[src/rtl/lc_pkg.sv]
package lc_pkg;

  typedef enum logic [1:0] {
    LC_AMI  = 2'b00,
    LC_B8ZS = 2'b01,
    LC_B6ZS = 2'b10,
    LC_HDB3 = 2'b11
  } lc_mode_e;

  // one received symbol with its classification
  typedef struct packed {
    logic mk;    // exactly one mark high
    logic bth;   // both marks high
    logic viol;  // single mark repeating the previous polarity
    logic zx;    // zero that exceeds the allowed run
    logic sub;   // cleared as part of a valid substitution
  } lc_slot_t;

  localparam int LC_MAX_WIN = 8;

  function automatic int lc_win_len(input logic [1:0] m);
    case (m)
      LC_AMI:  return 1;
      LC_B8ZS: return 8;
      LC_B6ZS: return 6;
      default: return 4;
    endcase
  endfunction

  function automatic int lc_zero_limit(input logic [1:0] m);
    case (m)
      LC_AMI:  return 15;
      LC_B8ZS: return 8;
      LC_B6ZS: return 6;
      default: return 4;
    endcase
  endfunction

  function automatic logic lc_is_zero(input lc_slot_t s);
    return !s.mk && !s.bth;
  endfunction

  function automatic logic lc_mark_is(input lc_slot_t s, input logic v);
    return s.mk && (s.viol == v);
  endfunction

  function automatic logic lc_slot_data(input lc_slot_t s);
    return (s.mk || s.bth) && !s.sub;
  endfunction

  function automatic logic lc_slot_err(input lc_slot_t s);
    return s.bth || s.zx || (s.viol && !s.sub);
  endfunction

endpackage

[src/rtl/lc_input_sel.sv]
module lc_input_sel (
  input  logic loop_en,
  input  logic pos_in,
  input  logic neg_in,
  input  logic enc_pos,
  input  logic enc_neg,
  output logic sel_pos,
  output logic sel_neg,
  output logic rclk
);
  always_comb begin
    sel_pos = loop_en ? enc_pos : pos_in;
    sel_neg = loop_en ? enc_neg : neg_in;
    rclk    = sel_pos | sel_neg;
  end
endmodule

[src/rtl/lc_classify.sv]
module lc_classify
  import lc_pkg::*;
#(
  parameter int ZRUN_W = 5
) (
  input  logic       clk,
  input  logic       rst_n,
  input  logic [1:0] mode,
  input  logic       sel_pos,
  input  logic       sel_neg,
  output lc_slot_t   slot_new
);
  localparam logic [ZRUN_W-1:0] RUN_MAX = {ZRUN_W{1'b1}};

  logic              last_neg;
  logic              seen_q;
  logic [ZRUN_W-1:0] run_q;
  logic              single, both, is_neg, is_zero;

  always_comb begin
    single  = sel_pos ^ sel_neg;
    both    = sel_pos & sel_neg;
    is_neg  = sel_neg & !sel_pos;
    is_zero = !sel_pos & !sel_neg;
    slot_new.mk   = single;
    slot_new.bth  = both;
    slot_new.viol = single && seen_q && (is_neg == last_neg);
    slot_new.zx   = is_zero && (run_q == ZRUN_W'(lc_zero_limit(mode)));
    slot_new.sub  = 1'b0;
  end

  always_ff @(posedge clk or negedge rst_n) begin
    if (!rst_n) begin
      last_neg <= 1'b0;
      seen_q   <= 1'b0;
      run_q    <= '0;
    end else begin
      if (single) begin
        last_neg <= is_neg;
        seen_q   <= 1'b1;
      end
      if (!is_zero)             run_q <= '0;
      else if (run_q != RUN_MAX) run_q <= run_q + 1'b1;
    end
  end
endmodule

[src/rtl/lc_match.sv]
module lc_match
  import lc_pkg::*;
#(
  parameter int WIN = LC_MAX_WIN
) (
  input  logic [1:0] mode,
  input  lc_slot_t   win [WIN],
  output logic       hit,
  output logic [WIN-1:0] clr
);
  // index 0 is the newest symbol
  logic tail5, hit_b8, hit_b6, hit_hd;

  always_comb begin
    // V B 0 V B ending at the newest symbol, shared by both long codes
    tail5  = lc_mark_is(win[4], 1'b1) && lc_mark_is(win[3], 1'b0) &&
             lc_is_zero(win[2]) &&
             lc_mark_is(win[1], 1'b1) && lc_mark_is(win[0], 1'b0);
    hit_b6 = tail5 && lc_is_zero(win[5]);
    hit_b8 = hit_b6 && lc_is_zero(win[6]) && lc_is_zero(win[7]);
    hit_hd = !win[3].bth && !win[3].sub && !win[3].viol &&
             lc_is_zero(win[2]) && lc_is_zero(win[1]) &&
             lc_mark_is(win[0], 1'b1);
    case (mode)
      LC_B8ZS: hit = hit_b8;
      LC_B6ZS: hit = hit_b6;
      LC_HDB3: hit = hit_hd;
      default: hit = 1'b0;
    endcase
    for (int j = 0; j < WIN; j++)
      clr[j] = hit && (j < lc_win_len(mode));
  end
endmodule

[src/rtl/bipolar_line_decoder.sv]
module bipolar_line_decoder
  import lc_pkg::*;
#(
  parameter int ZRUN_W = 5
) (
  input  logic       clk,
  input  logic       rst_n,
  input  logic [1:0] mode,
  input  logic       loop_en,
  input  logic       pos_in,
  input  logic       neg_in,
  input  logic       enc_pos,
  input  logic       enc_neg,
  output logic       nrz_out,
  output logic       err_out,
  output logic       rclk_out
);
  localparam int WIN   = LC_MAX_WIN;
  localparam int TAP_W = $clog2(WIN);

  logic           sel_pos, sel_neg;
  lc_slot_t       slot_new;
  lc_slot_t       win_raw [WIN];
  lc_slot_t       win_clr [WIN];
  lc_slot_t       line_q  [WIN-1];
  logic [WIN-1:0] clr;
  logic           match_hit;
  logic [TAP_W-1:0] tap_idx;
  lc_slot_t       tap_slot;
  logic           tap_viol_live;

  lc_input_sel u_sel (
    .loop_en (loop_en), .pos_in (pos_in), .neg_in (neg_in),
    .enc_pos (enc_pos), .enc_neg (enc_neg),
    .sel_pos (sel_pos), .sel_neg (sel_neg), .rclk (rclk_out)
  );

  lc_classify #(.ZRUN_W(ZRUN_W)) u_cls (
    .clk (clk), .rst_n (rst_n), .mode (mode),
    .sel_pos (sel_pos), .sel_neg (sel_neg), .slot_new (slot_new)
  );

  assign win_raw[0] = slot_new;

  genvar g;
  generate
    for (g = 1; g < WIN; g++) begin : g_win
      assign win_raw[g] = line_q[g-1];
    end
    for (g = 0; g < WIN; g++) begin : g_clr
      always_comb begin
        win_clr[g]     = win_raw[g];
        win_clr[g].sub = win_raw[g].sub | clr[g];
      end
    end
    for (g = 0; g < WIN - 1; g++) begin : g_line
      always_ff @(posedge clk or negedge rst_n) begin
        if (!rst_n) line_q[g] <= '0;
        else        line_q[g] <= win_clr[g];
      end
    end
  endgenerate

  lc_match #(.WIN(WIN)) u_match (
    .mode (mode), .win (win_raw), .hit (match_hit), .clr (clr)
  );

  always_comb begin
    tap_idx       = TAP_W'(lc_win_len(mode) - 1);
    tap_slot      = win_clr[tap_idx];
    tap_viol_live = tap_slot.viol && !tap_slot.sub;
  end

  always_ff @(posedge clk or negedge rst_n) begin
    if (!rst_n) begin
      nrz_out <= 1'b0;
      err_out <= 1'b0;
    end else begin
      nrz_out <= lc_slot_data(tap_slot);
      err_out <= lc_slot_err(tap_slot);
    end
  end
endmodule

[config.mk]
export PLATFORM = sky130hd
export DESIGN_NAME = bipolar_line_decoder
export DESIGN_NICKNAME = d
export VERILOG_FILES = /design/src/rtl/lc_pkg.sv /design/src/rtl/lc_input_sel.sv /design/src/rtl/lc_classify.sv /design/src/rtl/lc_match.sv /design/src/rtl/bipolar_line_decoder.sv
export SDC_FILE = /design/constraint.sdc
export NUM_CORES = 1
export LEC_CHECK = 0
export ABC_CLOCK_PERIOD_IN_PS = 7500
export BUFFER_PORTS_ARGS = -buffer_cell sky130_fd_sc_hd__buf_2
export CORE_ASPECT_RATIO = 1.5
export CORE_MARGIN = 5
export CORE_UTILIZATION = 50
export CTS_CLUSTER_DIAMETER = 60
export DETAILED_ROUTE_END_ITERATION = 6
export PLACE_DENSITY = 0.67
export SYNTH_ARGS = -nofsm -noshare
export SYNTH_HDL_FRONTEND = slang
export SYNTH_HIERARCHICAL = 1
export SYNTH_SLANG_ARGS = --single-unit
[constraint.sdc]
create_clock -name clk -period 7.5 [get_ports clk]
set_input_delay 0.75 -clock clk [delete_from_list [all_inputs] [get_ports clk]]
set_output_delay 0.75 -clock clk [all_outputs]
set_load 0.02 [all_outputs]
After elaboration in Yosys (flattened, before gate mapping)
Index checks and enable logic that the tools add are counted.
- output and inout port bits: 3
- register bits after elaboration: 44
- input bits: 9
- add/sub/neg operators: 2
- bitwise operators: 15
- mux-type cells: 10
- reduce and logical (&&, ||, !) cells: 55
- equal/unequal tests: 7
- magnitude comparators: 9
- operators by type and width (operator ; count):
    logical AND 1 bit ; 35
    case mux 4 bit (3 select lines) ; 2
    two-way mux 5 bit ; 4
    logical NOT 1 bit ; 16
    < comparator 3 x 4 -> 1 bit (first input constant) ; 4
    binary-select mux 5 bit (select 3 bit) ; 1
    < comparator 1 x 4 -> 1 bit (first input constant) ; 2
    < comparator 2 x 4 -> 1 bit (first input constant) ; 2
    bitwise OR 1 bit ; 8
    adder 5 x 1 -> 5 bit (second input constant) ; 1
    == test 5 x 4 -> 1 bit ; 1
    != test 5 bit (second input constant) ; 1
    == test 2 bit (second input constant) ; 2
    >= comparator 4 bit (second input constant) ; 1
    NOT 3 -> 4 bit ; 1
    bitwise AND 1 bit ; 3
    logical OR 1 bit ; 3
    case mux 1 bit (3 select lines) ; 1
    subtractor 3 x 2 -> 3 bit (second input constant) ; 1
    == test 2 x 1 -> 1 bit (second input constant) ; 1
    logical NOT 2 bit ; 1
    two-way mux 1 bit ; 2
    != test 2 bit (second input constant) ; 1
    NOT 1 bit ; 2
    2 further kinds ; 2

Logic depth before layout (Yosys ltp)
Gate-level depths: netlist of run 1.
- word-level depth: 20
- gate-level depth with buffers: 14

Hierarchy
Netlist of run 1, hierarchy kept.
- by module, submodules not included (module ; area an instance (um2) ; instances ; cells an instance):
    bipolar_line_decoder ; 1431.4 ; 1 ; 91
    lc_classify ; 460.4 ; 1 ; 44
    lc_match ; 205.2 ; 1 ; 26
    lc_input_sel ; 36.3 ; 1 ; 5

Worst setup path after synthesis of run 1
OpenSTA, ideal clock, no wires.
- kind: in2reg
- start: input port loop_en
- end: register err_out
- data required time: 7.408 ns
- data arrival time: 3.273 ns
- slack: 4.135 ns
- buffers on the path: 1
- cell stages on the path: 14
- library setup time: 0.092 ns
- cells stage by stage: mux2_2 -> inv_1 -> ha_1 -> xnor2_1 -> and3_1 -> nand4b_1 -> or4_1 -> o32ai_2 -> and2_2 -> buf_4 -> or2_2 -> mux4_2 -> nor2b_4 -> o31ai_2
- RTL lines (item ; RTL line ; text):
    from (decl) ; bipolar_line_decoder.sv:9 ; input logic loop_en,
    to (signal assigned) ; bipolar_line_decoder.sv:80 ; err_out <= lc_slot_err(tap_slot);
    to (decl) ; bipolar_line_decoder.sv:15 ; output logic err_out,

==> results of run 1 <==
per-stage QoR:
stage                     std cells  hold WS [ns]
after floorplan                 165        0.3459
after global placement          213        0.3560
after detailed placement        213        0.3675
after CTS                       221        0.3866
after global routing            221        0.3998
final                           221        0.3855
worst max path at each step:
stage,end,cells after the start,slack [ns],startpoint
after floorplan,err_out$_DFF_PN0_,14,4.14,loop_en
after global placement,err_out$_DFF_PN0_,13,4.00,loop_en
after detailed placement,nrz_out$_DFF_PN0_,14,3.90,loop_en
after CTS,nrz_out$_DFF_PN0_,14,4.22,loop_en
after global routing,nrz_out$_DFF_PN0_,14,4.02,loop_en
final,nrz_out$_DFF_PN0_,14,4.22,loop_en
sequential cells by signal (all words and copies together) (netlist names):
register	count
err_out	1
line_q	35
nrz_out	1
u_cls/run_q	5
u_cls/last_neg	1
u_cls/seen_q	1
layer usage:
| metal | wire length, um | track usage | share of wire |
|---|---|---|---|
| met1 | 1507 | 0.1868 | 0.42 |
| met2 | 1807 | 0.2183 | 0.51 |
| met3 | 114 | 0.03491 | 0.032 |
| met4 | 119 | 0.07106 | 0.034 |
| met5 | 0 | 0 | 0 |
power groups by stage:
stage | Sequential, mW | Clock (mW) | Combinational, mW
4_1_cts | 0.279 | 0.159 | 0.0753
2_1_floorplan | 0.281 | 0 | 0.0531
3_3_place_gp | 0.283 | 0 | 0.0732
5_1_grt | 0.283 | 0.168 | 0.0841
3_5_place_dp | 0.284 | 0 | 0.0751
6_report | 0.279 | 0.153 | 0.0741
cell type report:
cell class	count	area [um2]
Sequential cell	44	1101
Inverter	8	30.03
Clock inverter	1	7.507
Tap cell	46	57.56
Clock buffer	7	86.33
Fill cell	338	1907
Timing Repair Buffer	11	55.05
Multi-Input combinational cell	104	928.4
critical path: stages:
cell and delay [ns]:
buf_2 0.12, mux2_2 0.36, inv_1 0.08, ha_1 0.18, xnor2_1 0.11, and3_1 0.21, nand4b_1 0.11, or4_1 0.12
o32ai_2 0.09, and2_2 0.22, or2_2 0.31, mux4_2 0.46, nor2b_4 0.15, nor3b_1 0.23
==> results, run 1 <==
- The run finished with clean final reports.
- The normalized max-slew margin is 0.3608.
- Compared with the post-synthesis result, the final layout area differs by 6.592%.
- Once layout is complete, the utilization of the core stands at 0.5430.
- The hold violation total from the final report is 0.
- The count of synthesis-stage warnings from yosys is 6.
- The critical setup path kind is input pin to register.
- Measured along the y axis, the die boundary spans 89.86 um.
- The cell leakage power is 1.058 nW.
- Detailed placement ended at an HPWL of 2.659 mm.
- Of the total power, the clock network draws 0.303.
- The tool flagged a number of max-cap violations equal to 0.
- The share of the clock period used by the worst path is 0.4380.
- For the worst setup path, the data required time is 7.70 ns.
- The clock tree synthesis step divided the H-tree into 2 levels.
- The cell area after technology mapping is 2126 um2.
- The worst register-to-register path begins at u_cls/last_neg$_DFFE_PN0N_.
- The first detailed-routing pass ran for 4 iterations.
- For this run, the top clock speed supported by timing is 304.4 MHz.
- The startpoint identified for the worst hold timing path is line_q[16]$_DFF_PN0_.
- The destination of the worst register-to-register timing path is nrz_out$_DFF_PN0_.
- In this run the count of I/O pins placed on the die edge is 12.
- Counting I/O delays and the setup requirement, the final critical path takes 3.285 ns.
- The CTS buffer count is 5.
- The standard cell core area is 4173 um2.
- The number of cells produced by synthesis is 165.
- For this configuration, the core starts out at a cell density of 0.5094.
- The largest clock skew in the final design is 0.008891 ns.
- The switching part of the total is 0.2654.
- The clock slew seen by the registers of the worst setup and hold paths is 0.08 ns.
- The overall die width is 63.24 um.
- The power dissipated by switching net loads is 0.1344 mW.
- The cell sitting at the root of the clock tree is a clkbuf_8.
- For this block, the initial DRC count from the detailed router was 17.
- The sort of element at the end of the critical path is a register.
- After clock tree synthesis, the flow added hold-fix buffers numbering 0.
- The global-route usage over all layers is 0.1425.
- The worst voltage drop across the vdd grid is 0.0001514 V.
- Of the total power, registers draw 0.551.
- The global-route wire length before repair is 6.444 mm.
- The floorplan step defined a die boundary enclosing 5682 um2.
- In this run the worst path has a maximum fanout of 5.
- In this run the register-to-register setup slack is 5.00 ns.
- For this design the ratio of total power to cell area is 223.5 nW/um2.
- The initial antenna violation count came to 0.
- The per-instance average area after synthesis is 12.88 um2.
- The type of the worst min-delay path is register to register.
- The path with the worst hold slack has its endpoint at line_q[11]$_DFF_PN0_.
- 0 antenna diodes ended up in the layout.
- At the placement stage, the worst setup path has a slack of 3.901 ns.
- Cell internal power was estimated by the tool at 0.3719 mW.
- The final wirelength is 3.549 mm.
- The via count of the first global-routing pass came to 1351.
- Counting instances, the worst hold path has a depth of 0.
- Of the total power, combinational logic draws 0.146.
- The tree built by TritonCTS fans out to 44 sinks.
- Setup repair after global routing left no endpoint under its margin.
- When the netlist entered floorplanning its net count stood at 187.
- The clock passes through at most 2 buffers.
- The worst setup path is launched from an input pin.
- The number of buffers inserted by port buffering is 11.
- In the post-route analysis, the smallest setup slack over all paths is 4.215 ns.
- The slew at the pin closest to its max-slew limit is 0.9587 ns.
- The total via count in the routed design is 1251.
- In the routed layout, each cell is associated on average with a via count of 5.661.
- Entering global routing, the biggest net connects 45 pins.
- After routing the design area is 2266 um2.
- The remaining global-route overflow is 0.
- In this run the cell area measured after placement is 2172 um2.
- The total power of the final layout is 0.5063 mW.
- The later pin in the worst-skew pair is clocked with a latency of 0.29 ns.
- For the worst setup path, the data arrival time is 3.49 ns.
- Of the cells placed in the final design, the portion with a size suffix greater than 1 is 0.2057.
- In the layout the commonest cells are dfrtp_1, nor2_1, ha_1.
- The final number of setup-violating endpoints is 0.
- The final estimated routing congestion in global placement is 0.8672.
- Post-CTS repair changed the size of 0 cells.
- After detailed routing, the average wire length per cell comes to 16.06 um.
- After floorplanning, the core was divided into 29 placement rows.
- Leaving out fill and tap cells, the most frequent cell in the layout is dfrtp_1.
- The total number of nets in the final design is 196.
- The count of nets left with antenna violations once routing finished came out at 0.
- Adding up every negative setup slack in the final design gives 0 ns.
- The worst register-to-register path has a depth of 10.
- The max-slew violation count came to 0.
- TritonCTS built the clock tree.
- The number of setup buffers added after CTS is 0.
- In the routed design, unresolved DRC markers number 0.
Note: power is estimated with default switching activity, not from simulation.
==> inputs of run 2 (changes only) <==
Settings changed: ABC_CLOCK_PERIOD_IN_PS 7500 to 3190.
Clock period 7.5 ns to 3.19 ns, I/O delays scaled along.
==> results, run 2 (synthesis gave the netlist of run 1 again) <==
- The worst voltage drop across the vdd grid is 0.0004040 V (+170%).
- The sequential cell area was 1101 um2 (unchanged).
- The final setup TNS is 0 ns (unchanged).
- The worst path arrival time is 3.09 ns (-0.40 ns).
- The number of optimization iterations in the first detailed-route pass came to 5 (+1).
- The area of the die came to 5682 um2 (unchanged).
- The min-delay analysis places its worst path in the category input pin to async pin.
- Relative to the synthesized area, the layout overhead comes to 6.945%.
- TritonCTS built the clock tree.
- The remaining global-route overflow was 0 (unchanged).
- The count of non-filler cells in the finished layout is 222 (+0.45%).
- The sort of element at the end of the critical path is a register.
- The die height was 89.86 um (unchanged).
- The critical path launch point type is an input pin.
- The area occupied by multi-input gates is 928.4 um2 (unchanged).
- The initial antenna violation count is 0 (unchanged).
- The average wire per cell in the routed design is 16.07 um (about the same).
- The most frequent standard cell in the layout excluding fill and tap cells is dfrtp_1.
- The count of H-tree levels built during CTS came to 2 (unchanged).
- The number of placed instances, taps included was 214 (+0.47%).
- The CTS buffer count is 5 (unchanged).
- The half-perimeter wire length after placement is 2.658 mm (about the same).
- The flow ran to the end, and the final reports show no timing, DRC or antenna violations.
- The worst setup path is of the input pin to register kind.
- The later-pin clock latency in the skew report is 0.30 ns (about the same).
- The cell leakage power is 1.062 nW (+0.45%).
- The largest clock skew in the final design was 0.007127 ns (-0.001764 ns).
- The hold violation total from the final report is 0 (unchanged).
- The biggest fanout along the worst timing path came to 5 (unchanged).
- The total via count in the routed design was 1256 (+0.40%).
- The final estimated routing congestion in global placement is 0.8610 (-0.71%).
- The number of gates resized after cts was 0 (unchanged).
- The global-route usage over all layers is 0.1414 (-0.001110).
- The number of design-rule violations left by the first detailed-router iteration came to 22 (+5).
- The max-slew violation count is 0 (unchanged).
- The number of sinks driven by the clock tree is 44 (unchanged).
- The deepest clock path buffer count was 2 (unchanged).
- The count of standard-cell rows is 29 (unchanged).
- The count of hold buffers inserted by post-cts repair is 0 (unchanged).
- The smallest clock period supported by the final layout is computed as 2.869 ns.
- The standard cell core area is 4173 um2 (unchanged).
- The library cells used most frequently in the layout, excluding fill and tap cells, are dfrtp_1, nor2_1, ha_1.
- The cell class contributing the biggest share of worst-path delay is simple AND/OR/NAND/NOR gates.
- The total number of nets in the final design was 197 (+0.51%).
- The overall die width is 63.24 um (unchanged).
- The final number of setup-violating endpoints is 0 (unchanged).
- The global-route wire length before repair is 6.265 mm (-2.8%).
- The number of maximum-capacitance violations is 0 (unchanged).
- Setup repair after global routing left no endpoint under its margin.
- The final wirelength came to 3.568 mm (+0.54%).
- The post-detailed-route count of antenna-violating nets is 0 (unchanged).
- The normalized max-slew margin came to 0.3766 (+0.01571).
- The register ranked first by flip-flop count is line_q.
- The number of inserted diodes is 0 (unchanged).
- The maximum single-stage delay on the critical path is 0.46 ns (about the same).
- The I/O pin total is 12 (unchanged).
- The share of cells above drive strength 1 is 0.2102 (+0.004513).
- Among all stages on the critical path, the largest delay is contributed by mux4_2.
- The clock slew seen by the registers of the worst setup and hold paths is 0.08 ns (about the same).
- The pin count of the biggest net entering global routing is 45 (unchanged).
- The starting density of the core is 0.5094 (unchanged).
- The post-route DRC violation count was 0 (unchanged).
- The data required time at the worst endpoint is 3.41 ns (-4.29 ns).
- Walking the worst path, the cells encountered are buf_2 > mux2_2 > inv_1 > ha_1 > xnor2_1 > and3_1 > nand4b_1 > or4_1 > o32ai_2 > and2_2 > or2_2 > mux4_2 > nor2b_4 > o31ai_2.
- The cell at the root of the clock tree is clkbuf_8.
- The post-CTS setup-driven buffer insertion count is 0 (unchanged).
- The flip-flop count of the largest register after layout is 35 (unchanged).
- The via count of the first global-routing pass was 1349 (-0.15%).
- The share of the clock period used by the worst path is 0.8993.
- The count of buffer and inverter cells on the critical path came to 2 (unchanged).
- The number of buffers inserted by port buffering is 11 (unchanged).
- Based on the critical path, the design can be clocked at up to 348.6 MHz.
- The total power density per cell area is 524.7 nW/um2 (+130%).
- The via density per instance is 5.658 (about the same).
- The total power of the final layout is 1.193 mW (+140%).
- The largest registers in the layout are line_q: 35 flops, u_cls/run_q: 5 flops.
- The filler cell count in the final layout is 356 (+5.3%).
- The slew at the pin closest to its max-slew limit came to 0.9352 ns (-0.02357 ns).
==> run 2: changes by cell type in the layout (fill, tap and decap cells not counted), sizes merged <==
| cell | change |
|---|---|
| buf | +1 |
==> run 2: final timing paths <==
kind / startpoint / end / slack (ns) / cells after the start
max in group asynchronous: rst_n / line_q[1]$_DFF_PN0_ / 2.45 / 1
min reg2reg: line_q[26]$_DFF_PN0_ / line_q[21]$_DFF_PN0_ / 0.39 / 0
max reg2reg: u_cls/last_neg$_DFFE_PN0N_ / err_out$_DFF_PN0_ / 0.69 / 10
min in group clk: line_q[26]$_DFF_PN0_ / line_q[21]$_DFF_PN0_ / 0.39 / 0
min: rst_n / line_q[4]$_DFF_PN0_ / 0.15 / 1
max: loop_en / err_out$_DFF_PN0_ / 0.32 / 14
==> run 2: where the power goes <==
part / internal [mW] / total [mW] / leakage (nW) / switching, mW
Sequential: 0.615 / 0.655 / 0.554 / 0.0406
Clock: 0.176 / 0.360 / 0.0445 / 0.184
Combinational: 0.0855 / 0.178 / 0.464 / 0.0926
Total: 0.876 / 1.19 / 1.06 / 0.317
==> run 2: stage by stage <==
step / cell area [um2] / hold slack [ns] / util / setup slack (ns)
after floorplan: 2126 / 0.02341 / - / 0.2631
after global placement: 2180 / 0.3562 / 0.5223 / 0.1399
after detailed placement: 2180 / 0.3675 / 0.5223 / 0.005047
after CTS: 2273 / 0.1843 / 0.5448 / 0.3263
after global routing: 2273 / 0.2415 / 0.5448 / 0.1610
final: 2273 / 0.1544 / 0.5448 / 0.3211
==> run 2: layout make-up <==
| type | instances | share of cell area |
|---|---|---|
| tap | 46 | 0.02532 |
| clock buffer | 7 | 0.03797 |
| multi-input combinational | 104 | 0.4084 |
| sequential | 44 | 0.4843 |
| clock inverter | 1 | 0.003302 |
| inverter | 8 | 0.01321 |
| timing repair buffer | 12 | 0.02752 |
==> run 2: layer usage <==
metal,routed length [um],up-vias,part of all wire,GRT usage
met4,85,0,0.024,0.06932
met3,183,6,0.051,0.04738
met2,1865,35,0.52,0.2312
met5,0,-,0,0
met1,1433,617,0.40,0.1636
li1,-,598,-,-
==> run 2: worst reg2reg max path: cells and delay by family, from the launching register on <==
family / cells / cell delay, ns
mux: 1 / 0.46
flops: 1 / 0.40
simple gates: 6 / 1.14
compound gates: 2 / 0.30
xor+xnor: 1 / 0.12
==> inputs of run 3 (changes only) <==
Settings changed: ABC_AREA set to 1.
==> results, run 3 <==
- The run finished with clean final reports.
- The area of the die is 6259 um2 (+10%).
- The count of non-filler cells in the finished layout is 365 (+64%).
- The share of the clock period used by the worst path is 0.7056 (-0.1937).
- The number of gates resized after cts is 0 (unchanged).
- The average wire per cell in the routed design is 11.70 um (-27%).
- The post-CTS setup-driven buffer insertion count came to 0 (unchanged).
- The total power of the final layout is 1.266 mW (+6.2%).
- The slowest stage of the critical path belongs to the cell ha_1.
- The count of H-tree levels built during CTS is 2 (unchanged).
- The library cells used most frequently in the layout, excluding fill and tap cells, are nand2_1, inv_1, dfrtp_1.
- The hold violation total from the final report came to 0 (unchanged).
- The count of synthesis-stage warnings from yosys is 6 (unchanged).
- The die height is 94.43 um (+5.1%).
- The type of the worst min-delay path is input pin to async pin.
- The post-route DRC violation count is 0 (unchanged).
- The final wirelength is 4.269 mm (+20%).
- The CTS buffer count is 5 (unchanged).
- In the final layout, the registers with the most flip-flops are line_q: 35 flops, u_cls/run_q: 5 flops.
- The flip-flop count of the largest register after layout is 35 (unchanged).
- Clock tree synthesis selected as its root buffer the cell clkbuf_8.
- The sequential share of power is 0.514 (-0.035).
- The most frequent standard cell in the layout excluding fill and tap cells is nand2_1.
- The CTS tree is done.
- The switching part of the total is 0.2797 (+0.01402).
- The maximum single-stage delay on the critical path came to 0.38 ns (-0.08 ns).
- The total power density per cell area came to 504.8 nW/um2 (-3.8%).
- The fraction of power consumed by the clock network came to 0.335 (+0.034).
- The slew at the pin closest to its max-slew limit is 0.9634 ns (+0.02826 ns).
- The number of inserted diodes is 0 (unchanged).
- The number of design-rule violations left by the first detailed-router iteration was 89 (+300%).
- The global-route usage over all layers came to 0.1624 (+0.02099).
- The via count of the first global-routing pass came to 1666 (+23%).
- The clock slew seen by the registers of the worst setup and hold paths was 0.08 ns (about the same).
- The later-pin clock latency in the skew report is 0.30 ns (about the same).
- The number of buffers inserted by port buffering was 11 (unchanged).
- The area occupied by multi-input gates is 965.9 um2 (+4.0%).
- The share of cells above drive strength 1 is 0.1362 (-0.07401).
- The worst setup slack after placement came to 0.6185 ns (+0.6134 ns).
- The critical path launch point type is an input pin.
- The sequential cell area was 1101 um2 (unchanged).
- The pin count of the biggest net entering global routing is 45 (unchanged).
- The count of hold buffers inserted by post-cts repair was 0 (unchanged).
- The power dissipated by switching net loads was 0.3542 mW (+12%).
- The post-detailed-route count of antenna-violating nets is 0 (unchanged).
- The final number of setup-violating endpoints is 0 (unchanged).
- The half-perimeter wire length after placement is 2.994 mm (+13%).
- The internal portion of total power is 0.9123 mW (+4.1%).
- The deepest clock path buffer count is 2 (unchanged).
- The data required time at the worst endpoint is 3.38 ns (-0.03 ns).
- The final standard cell utilization of the core is 0.5478 (+0.002986).
- The worst setup path is of the input pin to register kind.
- More flip-flops sit in one register than any other, and that register is line_q.
- The standard cell core area is 4579 um2 (+9.7%).
- The total number of nets in the final design is 322 (+63%).
- The remaining global-route overflow came to 0 (unchanged).
- The count of standard-cell rows is 30 (+3.4%).
- The largest clock skew in the final design is 0.004628 ns (-0.002499 ns).
- The initial antenna violation count is 0 (unchanged).
- The via density per instance is 4.737 (-16%).
- The biggest fanout along the worst timing path is 8 (+3).
- Compared with the post-synthesis result, the final layout area differs by 5.582%.
- The number of placed instances, taps included is 357 (+67%).
- The number of maximum-capacitance violations is 0 (unchanged).
- The cell area after technology mapping was 2376 um2 (+12%).
- The global-route wire length before repair is 7.776 mm (+24%).
- The cell that appears most often on the critical path is nand2_1.
- The worst path arrival time came to 2.44 ns (-0.65 ns).
- The worst setup margin is 0.9391 ns (+0.6180 ns).
- The peak clock frequency supported by timing was 444.3 MHz (+27%).
- The filler cell count in the final layout was 462 (+30%).
- STA classifies the critical path endpoint as a register.
- The overall die width was 66.29 um (+4.8%).
- The post-synth net total came to 315 (+68%).
- The clock period minus worst slack is 2.251 ns (-0.6180 ns).
- The cell leakage power came to 1.401 nW (+32%).
- The final setup TNS is 0 ns (unchanged).
- The max-slew violation count was 0 (unchanged).
- The number of sinks driven by the clock tree came to 44 (unchanged).
- The number of cells produced by synthesis was 293 (+78%).
- The starting density of the core is 0.5189 (+0.009407).
- The per-instance average area after synthesis is 8.109 um2 (-37%).
- The total via count in the routed design is 1729 (+38%).
- The I/O pin total was 12 (unchanged).
- Setup repair after global routing left no endpoint under its margin.
- The number of optimization iterations in the first detailed-route pass is 4 (-1).
- Traced cell by cell, the critical path runs through buf_2 > inv_1 > nand2_1 > nand2_1 > inv_1 > inv_1 > ha_1 > nand2_1 > nor2_1 > nor3b_2 > nand3_1 > nand2_2 > nand2_4 > nor2_2 > inv_1 > nand3_2 > nand3_1 > nand3_1 > nand2_1 > nand2_1 > nand2_1.
- The final estimated routing congestion in global placement was 0.8039 (-6.6%).
- The worst voltage drop across the vdd grid was 0.0002467 V (-39%).
- The part of the total power dissipated in combinational logic is 0.151 (+0.002).
- The normalized max-slew margin is 0.3577 (-0.01884).
run 3: cell count changes in the layout (fill, tap and decap cells not counted), sizes merged, moves of 5 or more:
cell / delta
and3: -5
inv: +40
mux2i: -12
mux4: -6
nand2: +101
nand3: +33
nor2: +11
nor3: -6
or2: -6
run 3: power groups by stage:
stage,Combinational [mW],Clock (mW),Sequential [mW]
2_1_floorplan,0.143,0,0.660
3_3_place_gp,0.191,0,0.663
3_5_place_dp,0.193,0,0.663
4_1_cts,0.194,0.437,0.652
5_1_grt,0.223,0.465,0.660
6_report,0.191,0.424,0.651
run 3: worst paths after layout:
check / cells after the start / startpoint / slack (ns) / end
worst max-delay path: 21 / loop_en / 0.94 / err_out$_DFF_PN0_
worst min-delay path: 1 / rst_n / 0.17 / line_q[7]$_DFF_PN0_
worst max register to register: 14 / u_cls/last_neg$_DFFE_PN0N_ / 1.29 / err_out$_DFF_PN0_
worst min register to register: 0 / line_q[6]$_DFF_PN0_ / 0.38 / line_q[1]$_DFF_PN0_
max in group asynchronous: 1 / rst_n / 2.42 / u_cls/run_q[3]$_DFFE_PN0P_
min in group clk: 0 / line_q[6]$_DFF_PN0_ / 0.38 / line_q[1]$_DFF_PN0_
run 3: metrics by stage:
step,instance area (um2),hold WS [ns]
CTS,2509,0.2055
floorplan,2376,0.02341
detailed placement,2397,0.3606
global route,2509,0.2612
finish,2509,0.1664
global placement,2397,0.3585
run 3: cell type report:
type | count | share of cell area
sequential | 44 | 0.4389
tap | 64 | 0.03192
multi-input combinational | 189 | 0.3850
timing repair buffer | 12 | 0.02494
clock buffer | 5 | 0.02743
inverter | 48 | 0.07481
clock inverter | 3 | 0.01696
run 3: per-layer routing:
layer | vias to the layer above | wire (um) | GRT usage
met3 | 5 | 171 | 0.03333
met2 | 35 | 2124 | 0.2717
met1 | 797 | 1899 | 0.2061
li1 | 892 | - | -
met4 | 0 | 73 | 0.05593
met5 | - | 0 | 0
run 3: worst max-delay path: cells and delay by family:
family | cells | cell delay [ns]
and+or+nand+nor | 15 | 1.38
adders and majority gates | 1 | 0.38
buffers and inverters | 5 | 0.36
